File: src/rtl/evt_microseq_pkg.sv
package evt_microseq_pkg;
  typedef enum logic [2:0] {
    OP_END     = 3'd0,
    OP_PWR_ON  = 3'd1,
    OP_PWR_OFF = 3'd2,
    OP_RSV3    = 3'd3,
    OP_XFER    = 3'd4,
    OP_WRIMM   = 3'd5,
    OP_RSV6    = 3'd6,
    OP_RSV7    = 3'd7
  } opcode_e;

  typedef enum logic [2:0] {
    RD_VEC, RD_INSN, RD_ARG1, RD_ARG2, RD_DATA
  } rd_kind_e;

  typedef enum logic [2:0] {
    ST_IDLE, ST_RREQ, ST_RWAIT, ST_EXEC, ST_ARGS, ST_WREQ
  } state_e;
endpackage

File: src/rtl/evt_irq_arb.sv
module evt_irq_arb #(
  parameter int NUM_IRQ = 4,
  localparam int IRQ_W = (NUM_IRQ > 1) ? $clog2(NUM_IRQ) : 1
) (
  input  logic               clk,
  input  logic               rst_n,
  input  logic [NUM_IRQ-1:0] irq,
  input  logic               take,
  output logic               any,
  output logic [IRQ_W-1:0]   sel
);
  logic [NUM_IRQ-1:0] pend_q;
  logic [NUM_IRQ-1:0] clr_mask;

  // lowest index wins: scan from the top so the last hit is the smallest
  always_comb begin
    sel = '0;
    for (int i = NUM_IRQ - 1; i >= 0; i--) begin
      if (pend_q[i]) sel = IRQ_W'(i);
    end
  end

  assign any = |pend_q;

  always_comb begin
    for (int i = 0; i < NUM_IRQ; i++) begin
      clr_mask[i] = take && (sel == IRQ_W'(i));
    end
  end

  always_ff @(posedge clk) begin
    if (!rst_n) pend_q <= '0;
    else        pend_q <= (pend_q & ~clr_mask) | irq;
  end
endmodule

File: src/rtl/evt_pwr_bank.sv
module evt_pwr_bank #(
  parameter int NUM_DEV = 8,
  localparam int DEV_W = (NUM_DEV > 1) ? $clog2(NUM_DEV) : 1
) (
  input  logic               clk,
  input  logic               rst_n,
  input  logic               on_stb,
  input  logic               off_stb,
  input  logic [DEV_W-1:0]   dev,
  output logic [NUM_DEV-1:0] pwr_en
);
  for (genvar g = 0; g < NUM_DEV; g++) begin : g_dom
    always_ff @(posedge clk) begin
      if (!rst_n) begin
        pwr_en[g] <= 1'b0;
      end else if (dev == DEV_W'(g)) begin
        if (on_stb)       pwr_en[g] <= 1'b1;
        else if (off_stb) pwr_en[g] <= 1'b0;
      end
    end
  end
endmodule

File: src/rtl/evt_seq_ctrl.sv
module evt_seq_ctrl
  import evt_microseq_pkg::*;
#(
  parameter int ADDR_W  = 16,
  parameter int DATA_W  = 16,
  parameter int NUM_IRQ = 4,
  parameter int NUM_DEV = 8,
  parameter logic [ADDR_W-1:0] VEC_BASE = '0,
  localparam int IRQ_W = (NUM_IRQ > 1) ? $clog2(NUM_IRQ) : 1,
  localparam int DEV_W = (NUM_DEV > 1) ? $clog2(NUM_DEV) : 1,
  localparam int CNT_W = DATA_W - 3
) (
  input  logic              clk,
  input  logic              rst_n,
  input  logic              arb_any,
  input  logic [IRQ_W-1:0]  arb_sel,
  output logic              arb_take,
  output logic              bus_req_valid,
  input  logic              bus_req_ready,
  output logic              bus_req_we,
  output logic [ADDR_W-1:0] bus_req_addr,
  output logic [DATA_W-1:0] bus_req_wdata,
  input  logic              bus_rsp_valid,
  input  logic [DATA_W-1:0] bus_rsp_rdata,
  output logic              pwr_on_stb,
  output logic              pwr_off_stb,
  output logic [DEV_W-1:0]  pwr_dev,
  output logic              busy,
  output logic              err
);
  state_e            state_q;
  rd_kind_e          kind_q;
  logic [ADDR_W-1:0] pc_q;
  logic [DATA_W-1:0] ir_q;
  logic [DATA_W-1:0] arg1_q;
  logic [DATA_W-1:0] arg2_q;
  logic [CNT_W-1:0]  cnt_q;
  logic [ADDR_W-1:0] addr_q;
  logic [DATA_W-1:0] wdata_q;
  logic              err_q;
  opcode_e           op;

  assign op            = opcode_e'(ir_q[DATA_W-1 -: 3]);
  assign arb_take      = (state_q == ST_IDLE) && arb_any;
  assign bus_req_valid = (state_q == ST_RREQ) || (state_q == ST_WREQ);
  assign bus_req_we    = (state_q == ST_WREQ);
  assign bus_req_addr  = addr_q;
  assign bus_req_wdata = wdata_q;
  assign pwr_on_stb    = (state_q == ST_EXEC) && (op == OP_PWR_ON);
  assign pwr_off_stb   = (state_q == ST_EXEC) && (op == OP_PWR_OFF);
  assign pwr_dev       = ir_q[DEV_W-1:0];
  assign busy          = (state_q != ST_IDLE);
  assign err           = err_q;

  always_ff @(posedge clk) begin
    if (!rst_n) begin
      state_q <= ST_IDLE;
      kind_q  <= RD_VEC;
      pc_q    <= '0;
      ir_q    <= '0;
      arg1_q  <= '0;
      arg2_q  <= '0;
      cnt_q   <= '0;
      addr_q  <= '0;
      wdata_q <= '0;
      err_q   <= 1'b0;
    end else begin
      unique case (state_q)
        ST_IDLE: begin
          if (arb_any) begin
            err_q   <= 1'b0;
            addr_q  <= VEC_BASE + ADDR_W'(arb_sel);
            kind_q  <= RD_VEC;
            state_q <= ST_RREQ;
          end
        end
        ST_RREQ: begin
          if (bus_req_ready) state_q <= ST_RWAIT;
        end
        ST_RWAIT: begin
          if (bus_rsp_valid) begin
            unique case (kind_q)
              RD_VEC: begin
                pc_q    <= ADDR_W'(bus_rsp_rdata);
                addr_q  <= ADDR_W'(bus_rsp_rdata);
                kind_q  <= RD_INSN;
                state_q <= ST_RREQ;
              end
              RD_INSN: begin
                ir_q    <= bus_rsp_rdata;
                pc_q    <= pc_q + 1'b1;
                state_q <= ST_EXEC;
              end
              RD_ARG1: begin
                arg1_q  <= bus_rsp_rdata;
                pc_q    <= pc_q + 1'b1;
                addr_q  <= pc_q + 1'b1;
                kind_q  <= RD_ARG2;
                state_q <= ST_RREQ;
              end
              RD_ARG2: begin
                arg2_q  <= bus_rsp_rdata;
                pc_q    <= pc_q + 1'b1;
                state_q <= ST_ARGS;
              end
              default: begin
                wdata_q <= bus_rsp_rdata;
                addr_q  <= ADDR_W'(arg2_q);
                state_q <= ST_WREQ;
              end
            endcase
          end
        end
        ST_EXEC: begin
          unique case (op)
            OP_END: state_q <= ST_IDLE;
            OP_PWR_ON, OP_PWR_OFF: begin
              addr_q  <= pc_q;
              kind_q  <= RD_INSN;
              state_q <= ST_RREQ;
            end
            OP_XFER, OP_WRIMM: begin
              cnt_q   <= ir_q[CNT_W-1:0];
              addr_q  <= pc_q;
              kind_q  <= RD_ARG1;
              state_q <= ST_RREQ;
            end
            default: begin
              err_q   <= 1'b1;
              state_q <= ST_IDLE;
            end
          endcase
        end
        ST_ARGS: begin
          if (op == OP_XFER) begin
            if (cnt_q == '0) begin
              addr_q <= pc_q;
              kind_q <= RD_INSN;
            end else begin
              addr_q <= ADDR_W'(arg1_q);
              kind_q <= RD_DATA;
            end
            state_q <= ST_RREQ;
          end else begin
            addr_q  <= ADDR_W'(arg1_q);
            wdata_q <= arg2_q;
            state_q <= ST_WREQ;
          end
        end
        default: begin
          if (bus_req_ready) begin
            if (op == OP_XFER && cnt_q > CNT_W'(1)) begin
              cnt_q  <= cnt_q - 1'b1;
              addr_q <= ADDR_W'(arg1_q);
              kind_q <= RD_DATA;
            end else begin
              addr_q <= pc_q;
              kind_q <= RD_INSN;
            end
            state_q <= ST_RREQ;
          end
        end
      endcase
    end
  end
endmodule

File: src/rtl/evt_microseq.sv
module evt_microseq #(
  parameter int ADDR_W  = 16,
  parameter int DATA_W  = 16,
  parameter int NUM_IRQ = 4,
  parameter int NUM_DEV = 8,
  parameter logic [ADDR_W-1:0] VEC_BASE = '0
) (
  input  logic               clk,
  input  logic               rst_n,
  input  logic [NUM_IRQ-1:0] irq,
  output logic               bus_req_valid,
  input  logic               bus_req_ready,
  output logic               bus_req_we,
  output logic [ADDR_W-1:0]  bus_req_addr,
  output logic [DATA_W-1:0]  bus_req_wdata,
  input  logic               bus_rsp_valid,
  input  logic [DATA_W-1:0]  bus_rsp_rdata,
  output logic [NUM_DEV-1:0] pwr_en,
  output logic               busy,
  output logic               err
);
  localparam int IRQ_W = (NUM_IRQ > 1) ? $clog2(NUM_IRQ) : 1;
  localparam int DEV_W = (NUM_DEV > 1) ? $clog2(NUM_DEV) : 1;

  logic             arb_any;
  logic             arb_take;
  logic [IRQ_W-1:0] arb_sel;
  logic             on_stb;
  logic             off_stb;
  logic [DEV_W-1:0] dev;

  evt_irq_arb #(.NUM_IRQ(NUM_IRQ)) u_arb (
    .clk(clk), .rst_n(rst_n), .irq(irq),
    .take(arb_take), .any(arb_any), .sel(arb_sel)
  );

  evt_seq_ctrl #(
    .ADDR_W(ADDR_W), .DATA_W(DATA_W), .NUM_IRQ(NUM_IRQ),
    .NUM_DEV(NUM_DEV), .VEC_BASE(VEC_BASE)
  ) u_ctrl (
    .clk(clk), .rst_n(rst_n),
    .arb_any(arb_any), .arb_sel(arb_sel), .arb_take(arb_take),
    .bus_req_valid(bus_req_valid), .bus_req_ready(bus_req_ready),
    .bus_req_we(bus_req_we), .bus_req_addr(bus_req_addr),
    .bus_req_wdata(bus_req_wdata), .bus_rsp_valid(bus_rsp_valid),
    .bus_rsp_rdata(bus_rsp_rdata),
    .pwr_on_stb(on_stb), .pwr_off_stb(off_stb), .pwr_dev(dev),
    .busy(busy), .err(err)
  );

  evt_pwr_bank #(.NUM_DEV(NUM_DEV)) u_pwr (
    .clk(clk), .rst_n(rst_n), .on_stb(on_stb), .off_stb(off_stb),
    .dev(dev), .pwr_en(pwr_en)
  );
endmodule

File: config.mk
export PLATFORM = sky130hd
export DESIGN_NAME = evt_microseq
export DESIGN_NICKNAME = d
export VERILOG_FILES = /design/src/rtl/evt_microseq_pkg.sv /design/src/rtl/evt_irq_arb.sv /design/src/rtl/evt_pwr_bank.sv /design/src/rtl/evt_seq_ctrl.sv /design/src/rtl/evt_microseq.sv
export SDC_FILE = /design/constraint.sdc
export NUM_CORES = 1
export LEC_CHECK = 0
export BUFFER_PORTS_ARGS = -buffer_cell sky130_fd_sc_hd__buf_4
export CAP_MARGIN = 0
export CORE_MARGIN = 2
export CORE_UTILIZATION = 54
export DETAILED_ROUTE_END_ITERATION = 6
export PLACE_DENSITY = 0.77
export SLEW_MARGIN = 0
export SYNTH_ARGS = -nofsm -noshare
export SYNTH_HDL_FRONTEND = slang
export SYNTH_SLANG_ARGS = --single-unit
File: constraint.sdc
create_clock -name clk -period 2.3 [get_ports clk]
set_input_delay 0.46 -clock clk [delete_from_list [all_inputs] [get_ports clk]]
set_output_delay 0.46 -clock clk [all_outputs]
set_load 0.01 [all_outputs]
==> flow_summary.yaml, run 1 <==
status:
  status: "completed"
grt:
  grt_max_degree: 54
  grt_pass1_vias: 6717
  gr-total-overflow: 0
  track_usage_pct: 34.2
  antenna_found_initial: 0
  grt_first_pass_wirelength_um: 35200
placed_design:
  gp_congestion: 0.985
  dpl.cell_count: 1063
  placed_area_um2: 7750
  portBuffers: 67
  dp_slack_ps: 14.4
  dp_hpwl_um: 15600
logic_synthesis:
  async_reset_ff_share_pct: 0
  synthCells: 836
  yosys.area_share.simple_pct: 23.4
  synth.largest_area_cell: "dfxtp_1"
  synth_xor_area_share_pct: 0.908
  synth_edf_count: 0
  synth_compound_area_share_pct: 24.8
  ys_seq_area_share_pct: 37.9
  netlist_area_um2: 6750
  postSynthNetCount: 864
  ys_types: 73
  yosysTopAreaCellShare_pct: 37.9
  synth_fa_ha_area_share_pct: 0.741
  ys_warn_count: 0
  muxShareOfSynthArea_pct: 7.43
  synth_area_per_cell_um2: 8.08
  ys_seq_elements: 128
  synth_top_family_by_area: "compound AO/OA/AOI/OAI gates"
  synth_ff_type: "dfxtp_1"
  ys_top_cells_by_area: "dfxtp_1 (38%), mux2i_1 (7.3%), nor2_1 (6.2%), nand2_1 (5.3%), o21ai_0 (3.8%)"
timing:
  setup_slack_ps: 36.6
  period_minus_slack_ps: 2260
  setup_viol: 0
  rsz0062_at_grt: "no"
  timing_hold_violations_final: 0
  fin_tns_setup_ps: 0
  slew_viol_final: 0
  max_freq_mhz: 442
  skew_ps: 7.30
  fin_crit_sh_pct: 98.4
  worst_pin_slew_ps: 756
  max_slew_margin_pct: 49.4
  whs_ps: 245
worst_setup_path:
  crit_chain: "or4_4 > o41a_1 > buf_4 > o22ai_2 > buf_12 > o31ai_1 > a41oi_1"
  worstSetupPathType: "reg -> reg"
  endpoint: "u_ctrl.bus_req_addr[9]"
  r2r_cells: 7
  startpoint_type: "flop"
  endpoint_kind: "flop"
  critical_path_depth: 7
  crit_arrival_ps: 2600
  cpPeakStageDelay_ps: 510
  crit_start: "u_ctrl.cnt_q[11]"
  worst_r2r_startpoint: "u_ctrl.cnt_q[11]"
  crit_family: "compound AO/OA/AOI/OAI gates"
  cp_max_fo: 14
  critPathSlowestCell: "or4_4"
  r2r_end: "u_ctrl.bus_req_addr[9]"
  crit_required_ps: 2640
  crit_buf_inv: 2
  reg2reg_slack_ps: 40
final_layout:
  antenna_cells: 0
  final_core_util_pct: 69.4
  final_area_um2: 8410
  stdcell_count: 1095
  drive_above_1_share_pct: 22.7
  nNetsFinal: 942
  syn_to_final_growth_pct: 24.5
die:
  die_h_um: 116
  rows: 40
  die_w_um: 116
  dieArea_um2: 13400
  core_um2: 12100
  start_util_pct: 55.8
  ios: 68
clocking:
  cts_max_level: 4
  cts_buffer_depth: 2
  clk_latency_ps: 430
  cts_buffers: 17
  cts_setup_buffers: 0
  cts_tree: "done"
  clk_pin_slew_ps: 60
  cts.sink_count: 128
  cts-root-buf: "clkbuf_16"
routing:
  routed_via_density: 6.45
  top_layer: "met4"
  route.met2.wl_um: 10600
  totalWireLength_um: 22500
  met1_length_um: 9010
  first_pass_iters: 7
  avgRoutedWirePerCell_um: 20.5
  ant_nets: 0
  drc_errors: 0
  via_count: 7066
  drtIter0Drc: 883
  wl_met3_um: 1730
power_and_ir_drop:
  finalPower_mw: 7.29
  leakagePower_nw: 3.38
  ir_drop_v: 0.000562
  powerDensity_nw_per_um2: 867
flow_run:
  max_cap_viol_count: 0
hold_path:
  hold_path.class: "in -> reg"
## worst min-delay path: cells and delay by family
kind	cells	cell delay (ps)
simple gates	1	70
compound gates	1	30
buf+inv	1	70
## worst min path at each step
stage                            from                      end  slack, ps  cells after the start
detailed placement  u_ctrl.arg1_q[15]        u_ctrl.arg1_q[15]        460                      2
global route                   irq[0]          u_arb.pend_q[0]        270                      3
finish                         irq[2]          u_arb.pend_q[2]        250                      3
floorplan            u_ctrl.arg1_q[0]   u_ctrl.bus_req_addr[0]        430                      2
CTS                            irq[2]          u_arb.pend_q[2]        240                      3
global placement    u_ctrl.arg1_q[10]  u_ctrl.bus_req_addr[10]        460                      2
## cells in the final DEF (no fill, tap or decap), types with 9 or more instances in the layout
cell type and count:
dfxtp_1 125, o221a_2 9, mux2i_1 49, nand2_1 96, nor3b_1 9, a311oi_1 20
o31ai_1 10, buf_4 126, nand3_1 16, nor3_1 14, o21ai_0 51, or3_1 10
a21oi_1 47, nor2_1 112, a22oi_1 10, clkbuf_16 17, a31oi_1 14
## logic make-up (layout without fill, tap and decap cells)
family,after synthesis,after routing
mux,50,50
xor+xnor,7,7
compound gates,236,236
flops,128,128
fa+ha+maj,4,4
simple gates,330,330
buf+inv,81,172
## cell usage after synthesis, drive strengths merged (7+ instances only)
library cell,count
a211oi,7
a21oi,49
a22oi,10
a311oi,20
a31oi,14
and2,8
buf,11
clkbuf,62
dfxtp,128
inv,8
mux2i,49
nand2,96
nand2b,7
nand3,16
nand3b,7
nor2,112
nor3,15
nor3b,10
nor4,8
o21ai,52
o221a,9
o22ai,7
o31ai,10
or3,13
or4,7
## area by class of cell
class,count,area [um^2]
clock buffers,21,460
clock inverters,11,154
fillers,1004,3700
inverters,8,30.0
multi-input cells,627,3920
flip-flops and latches,128,2570
well taps,168,210
repair buffers,132,1070
## state kept, by name, indices dropped and copies added, names as in the netlist
name                  cells
u_ctrl.arg1_q            16
u_ctrl.cnt_q             13
u_ctrl.err                1
u_ctrl.bus_req_wdata     16
u_ctrl.state_q            3
u_ctrl.bus_req_addr      16
u_ctrl.kind_q             3
u_pwr.pwr_en              8
u_ctrl.arg2_q            16
u_ctrl.ir_q              16
u_arb.pend_q              4
u_ctrl.pc_q              16
## power breakdown
group,internal [mW],switching (mW),total (mW),leakage (nW)
sequential,2.39,0.180,2.57,1.04
clock,1.77,1.04,2.81,0.295
combinational,0.801,1.11,1.91,2.05
## what timing repair did
action                                  4_1_cts  5_1_grt
resized for setup                             0       15
hold endpoints to repair                      0        0
hold buffers                                  0        0
endpoints found under the setup margin        0       34
## per-layer routing
layer,up-vias,track usage [%]
met5,-,0
met1,3336,43.2
met4,0,19.7
met2,396,55.0
met3,101,6.33
li1,3233,-
No activity file was read; power rests on OpenSTA's default activity.
==> inputs of run 2 (changes only) <==
--- a/config.mk
+++ b/config.mk
@@ -5,12 +5,13 @@
 export SDC_FILE = /design/constraint.sdc
 export NUM_CORES = 1
 export LEC_CHECK = 0
+export ABC_AREA = 1
 export BUFFER_PORTS_ARGS = -buffer_cell sky130_fd_sc_hd__buf_4
 export CAP_MARGIN = 0
 export CORE_MARGIN = 2
-export CORE_UTILIZATION = 54
+export CORE_UTILIZATION = 60
 export DETAILED_ROUTE_END_ITERATION = 6
-export PLACE_DENSITY = 0.77
+export PLACE_DENSITY = 0.81
 export SLEW_MARGIN = 0
 export SYNTH_ARGS = -nofsm -noshare
 export SYNTH_HDL_FRONTEND = slang
==> constraint.sdc (replaced) <==
create_clock -name clk -period 2.2 [get_ports clk]
set_input_delay 0.44 -clock clk [delete_from_list [all_inputs] [get_ports clk]]
set_output_delay 0.44 -clock clk [all_outputs]
set_load 0.01 [all_outputs]
==> run 2 against run 1 <==
Core utilization grew 2.4 points. Largest cell class unchanged. Sequential share of layout area grew 1.0 points. Routed wire length shrank 11%. Count of clock-buffer cells in the layout grew 1. Highest routed layer unchanged. First-iteration DRC count shrank 16%. Fmax grew 22%. Sequential power grew 7.8%. Register-to-register slack gained 310 ps. Clock power grew 2%. Power grew 12%. Clock skew is essentially flat.
==> flow_summary.yaml, run 2 <==
clocking:
  cts_hold_buf: 0
  cts.sink_count: 128
  cts.repair.resized: 0
  cts_buffer_depth: 2
  cts_buffers: 17
  cts-root-buf: "clkbuf_16"
  clk_latency_ps: 430
  cts_tree: "done"
  clk_pin_slew_ps: 60
  cts_setup_buffers: 0
  cts_max_level: 4
timing:
  whs_ps: 213
  slew_viol_final: 0
  period_minus_slack_ps: 1850
  max_freq_mhz: 540
  worst_pin_slew_ps: 494
  skew_ps: 6.97
  fin_crit_sh_pct: 84.2
  timing_hold_violations_final: 0
  setup_viol: 0
  max_slew_margin_pct: 67.0
  fin_tns_setup_ps: 0
  rsz0062_at_grt: "no"
flow_run:
  max_cap_viol_count: 0
worst_setup_path:
  crit_required_ps: 2550
  crit_arrival_ps: 2210
  cpPeakStageDelay_ps: 520
  worstSetupPathType: "reg -> reg"
  cp_max_fo: 16
  startpoint_type: "flop"
  critical_path_depth: 7
  crit_buf_inv: 2
  r2r_cells: 7
  crit_family: "simple AND/OR/NAND/NOR gates"
  crit_chain: "nand3_2 > inv_2 > nand2_1 > nor2_1 > buf_4 > o21ai_0 > a21oi_1"
  endpoint_kind: "flop"
  reg2reg_slack_ps: 350
  critPathSlowestCell: "dfxtp_1"
routing:
  routed_via_density: 5.73
  totalWireLength_um: 20000
  drtIter0Drc: 741
  via_count: 7247
  drc_errors: 0
  first_pass_iters: 6
  ant_nets: 0
  avgRoutedWirePerCell_um: 15.8
logic_synthesis:
  ys_seq_area_share_pct: 37.0
  yosysMostFrequentCell: "nand2_1"
  netlist_top_cells_count: "nand2_1 (214), dfxtp_1 (128), nor2_1 (121)"
  ys_seq_elements: 128
  synthCells: 1055
  netlist_area_um2: 6920
  postSynthNetCount: 1083
  ys_top_cells_by_area: "dfxtp_1 (37%), nand2_1 (12%), o21ai_0 (8.0%), nand3_1 (6.9%), nor2_1 (6.6%)"
  ys_warn_count: 0
  synth.largest_area_cell: "dfxtp_1"
  ys_types: 42
  async_reset_ff_share_pct: 0
  yosysTopAreaCellShare_pct: 37.0
  synth_ff_type: "dfxtp_1"
  synth_edf_count: 0
  synth_area_per_cell_um2: 6.56
power_and_ir_drop:
  ir_drop_v: 0.00100
  leakagePower_nw: 3.57
  finalPower_mw: 8.19
  powerDensity_nw_per_um2: 1010
final_layout:
  final_core_util_pct: 71.8
  stdcell_count: 1264
  final_common_cell: "nand2_1"
  fillers: 1007
  antenna_cells: 0
  layout_common_cells: "nand2_1 (214), dfxtp_1 (128), nor2_1 (121)"
  multiInputGateArea_um2: 3680
  drive_above_1_share_pct: 14.5
  syn_to_final_growth_pct: 17.4
  nNetsFinal: 1136
  seqCellArea_um2: 2560
grt:
  grt_pass1_vias: 6825
  grt_first_pass_wirelength_um: 32800
  met2_usage_pct: 52.4
  grt_max_degree: 91
  antenna_found_initial: 0
  use_met1_pct: 41.7
  gr-total-overflow: 0
  grt_busiest_layer: "met2"
  track_usage_pct: 33.1
  use_met3_pct: 6.97
status:
  status: "completed"
die:
  core_um2: 11300
  ios: 68
  dieArea_um2: 12400
  die_w_um: 111
  rows: 39
  die_h_um: 111
  start_util_pct: 61.1
placed_design:
  portBuffers: 67
  dpl.cell_count: 1232
  dp_hpwl_um: 14100
  gp_congestion: 0.978
hold_path:
  hold_path.class: "in -> reg"
  hold_depth: 3
==> run 2: changes by cell type after synthesis, sizes merged, moves of 39 or more <==
| cell | delta |
|---|---|
| nand2 | +122 |
| inv | +99 |
| o21ai | +95 |
| nand3 | +84 |
| mux2i | -49 |
| clkbuf | -42 |
| a21oi | +39 |
==> run 2: worst paths after layout <==
| kind | start | endpoint |
|---|---|---|
| worst min-delay path | irq[2] | u_arb.pend_q[2] |
| worst max-delay path | u_ctrl.state_q[1] | u_ctrl.ir_q[5] |
| worst min register to register | u_ctrl.arg1_q[6] | u_ctrl.arg1_q[6] |
| worst max register to register | u_ctrl.state_q[1] | u_ctrl.ir_q[5] |
==> run 2: power by group <==
part / internal (mW) / total, mW / switching, mW
registers: 2.55 / 2.77 / 0.221
clock network: 1.86 / 2.88 / 1.02
logic: 0.900 / 2.53 / 1.63
==> run 2: logic make-up (layout without fill, tap and decap cells) <==
group	after synthesis	after routing	share of synthesized area [%]
and+or+nand+nor	473	473	29.8
AOI/OAI and AO/OA	285	285	22.1
buffers and inverters	161	227	9.85
DFF	128	128	37.0
adders and majority gates	4	4	0.723
xor gates and xnor gates	4	4	0.506
==> run 2: metrics by stage <==
stage | cell area [um^2] | setup WS [ps]
floorplan | 6920 | 685
global placement | 7520 | 430
detailed placement | 7520 | 388
CTS | 8130 | 362
global route | 8130 | 90.3
finish | 8130 | 347
==> run 2: tightest hold or removal path: stages <==
cell	delay, ps
buf_4	80
a21oi_1	30
nor2_1	60
==> run 2: layer usage <==
metal  vias to the layer above  wire length [um]
li1                       3631                 -
met1                      3244              8270
met2                       300              9130
met3                        72              1470
met4                         0              1120
met5                         -                 0
==> run 2: final cells by class <==
| cell class | count | area share, % |
|---|---|---|
| inverter | 108 | 5.02 |
| tap | 143 | 2.20 |
| sequential | 128 | 31.5 |
| timing repair buffer | 87 | 8.50 |
| clock buffer | 22 | 5.84 |
| multi-input combinational | 766 | 45.3 |
| clock inverter | 10 | 1.65 |
==> inputs of run 3 (changes only) <==
--- a/config.mk
+++ b/config.mk
@@ -9,9 +9,9 @@
 export BUFFER_PORTS_ARGS = -buffer_cell sky130_fd_sc_hd__buf_4
 export CAP_MARGIN = 0
 export CORE_MARGIN = 2
-export CORE_UTILIZATION = 60
+export CORE_UTILIZATION = 54
 export DETAILED_ROUTE_END_ITERATION = 6
-export PLACE_DENSITY = 0.81
+export PLACE_DENSITY = 0.77
 export SLEW_MARGIN = 0
 export SYNTH_ARGS = -nofsm -noshare
 export SYNTH_HDL_FRONTEND = slang
==> constraint.sdc (replaced) <==
create_clock -name clk -period 1.7 [get_ports clk]
set_input_delay 0.34 -clock clk [delete_from_list [all_inputs] [get_ports clk]]
set_output_delay 0.34 -clock clk [all_outputs]
set_load 0.01 [all_outputs]
==> run 3 against run 2 <==
The run now ends with design-rule violations left. Setup slack worse by 340 ps. Combinational power up 72%. Clock power up 19%. Power up 39%. Global-route usage down 0.25 points. Via count up 8.3%. Die area up 11%. Register-to-register slack worse by 330 ps. Sequential cell count unchanged. Sequential power up 30%. First-iteration DRC count up 22%. Critical path type is now reg -> out. Largest cell class unchanged.
==> flow_summary.yaml, run 3 (synthesis results as in run 2) <==
die:
  ios: 68
  start_util_pct: 55.1
  die_w_um: 117
  core_um2: 12600
  die_h_um: 117
  dieArea_um2: 13700
  rows: 41
worst_setup_path:
  startpoint_type: "flop"
  crit_arrival_ps: 1350
  worstSetupPathType: "reg -> out"
  crit_required_ps: 1360
  worst_r2r_startpoint: "u_ctrl.state_q[0]"
  crit_family: "flip-flops"
  reg2reg_slack_ps: 20
  cp_max_fo: 4
  critPathSlowestCell: "dfxtp_4"
  cpMostUsedCell: "buf_4"
  r2r_end: "u_ctrl.bus_req_addr[13]"
  cpPeakStageDelay_ps: 370
  endpoint_kind: "output pin"
  r2r_cells: 9
  crit_buf_inv: 2
  crit_chain: "nor2_4 > nand2_4 > buf_4 > buf_4"
clocking:
  cts_buffers: 17
  cts_buffer_depth: 2
  cts_max_level: 4
  clk_pin_slew_ps: 50
  clk_latency_ps: 430
  cts-root-buf: "clkbuf_16"
  cts.sink_count: 128
  cts_tree: "done"
hold_path:
  hold_end: "u_arb.pend_q[2]"
  min_from: "irq[2]"
  hold_depth: 3
  hold_path.class: "in -> reg"
grt:
  track_usage_pct: 32.8
  grt_pass1_vias: 7003
  grt_first_pass_wirelength_um: 34500
  grt_max_degree: 76
  antenna_found_initial: 0
  gr-total-overflow: 0
final_layout:
  layout_common_cells: "nand2_1 (202), buf_4 (139), nor2_1 (114)"
  drive_above_1_share_pct: 23.9
  nNetsFinal: 1210
  final_area_um2: 9070
  syn_to_final_growth_pct: 31.0
  antenna_cells: 0
  stdcell_count: 1366
  final_common_cell: "nand2_1"
flow_run:
  max_cap_viol_count: 0
routing:
  first_pass_iters: 7
  drtIter0Drc: 906
  via_count: 7850
  avgRoutedWirePerCell_um: 17.0
  ant_nets: 0
  routed_via_density: 5.75
  totalWireLength_um: 23200
  drc_errors: 1
placed_design:
  gp_congestion: 0.986
  portBuffers: 67
  placed_area_um2: 8030
  dp_hpwl_um: 15400
  dp_slack_ps: -42.1
  dpl.cell_count: 1313
power_and_ir_drop:
  powerDensity_nw_per_um2: 1250
  leakagePower_nw: 4.02
  finalPower_mw: 11.4
  ir_drop_v: 0.00137
timing:
  slew_viol_final: 0
  max_freq_mhz: 592
  max_slew_margin_pct: 67.0
  period_minus_slack_ps: 1690
  rsz0062_at_grt: "yes"
  setup_slack_ps: 11.2
  timing_hold_violations_final: 0
  setup_viol: 0
  skew_ps: 8.96
  worst_pin_slew_ps: 495
  fin_crit_sh_pct: 99.3
  whs_ps: 122
status:
  status: "finished with violations"
  violations: "design-rule violations"
## run 3: worst reg2reg max path, delay by kind of cell, from the launching register on
family                 cells  cell delay [ps]
buffers and inverters      1              240
and+or+nand+nor            7              890
AOI/OAI and AO/OA          1               90
DFF                        1              370
## run 3: final cells by class
class                      count  area (um^2)
multi-input combinational    766         3850
fill                        1036         3500
sequential                   128         2590
timing repair buffer         161         1450
clock buffer                  25          485
inverter                     108          420
tap                          172          215
clock inverter                 6         57.6
## run 3: report_power, final
group	internal [mW]	leakage, nW	switching, mW
Clock	2.11	0.267	1.32
Sequential	3.32	1.05	0.292
Combinational	1.82	2.71	2.53
## run 3: worst max path at each step
stage | from | end | cells past startpoint
after CTS | u_ctrl.ir_q[14] | u_ctrl.bus_req_addr[3] | 10
after floorplan | u_ctrl.state_q[1] | u_ctrl.kind_q[2] | 9
final | u_ctrl.state_q[0] | busy | 4
after detailed placement | u_ctrl.state_q[1] | u_ctrl.cnt_q[7] | 10
after global placement | u_ctrl.pc_q[0] | u_ctrl.bus_req_addr[6] | 9
after global routing | u_ctrl.ir_q[14] | u_ctrl.bus_req_addr[5] | 11
## run 3: repair_timing
item	in CTS	in global routing
endpoints found under the hold margin	0	0
buffers inserted	0	18
gates cloned	0	4
hold buffers	0	0
pin swaps	0	25
resized for setup	7	76
setup endpoints to repair	14	36
## run 3: through the flow
stage | utilization (%) | setup TNS (ps)
final | 72.2 | 0
after detailed placement | 63.9 | -203
after global routing | 72.2 | -543
after CTS | 68.3 | 0
after global placement | 63.9 | -17.6
after floorplan | - | 0
## run 3: metal layers
metal / vias up / global-route usage (%) / wire length, um
met1: 3572 / 40.7 / 9250
met3: 104 / 7.21 / 1860
met2: 394 / 52.9 / 10800
met4: 0 / 18.4 / 1310
li1: 3780 / - / -
met5: - / 0 / 0
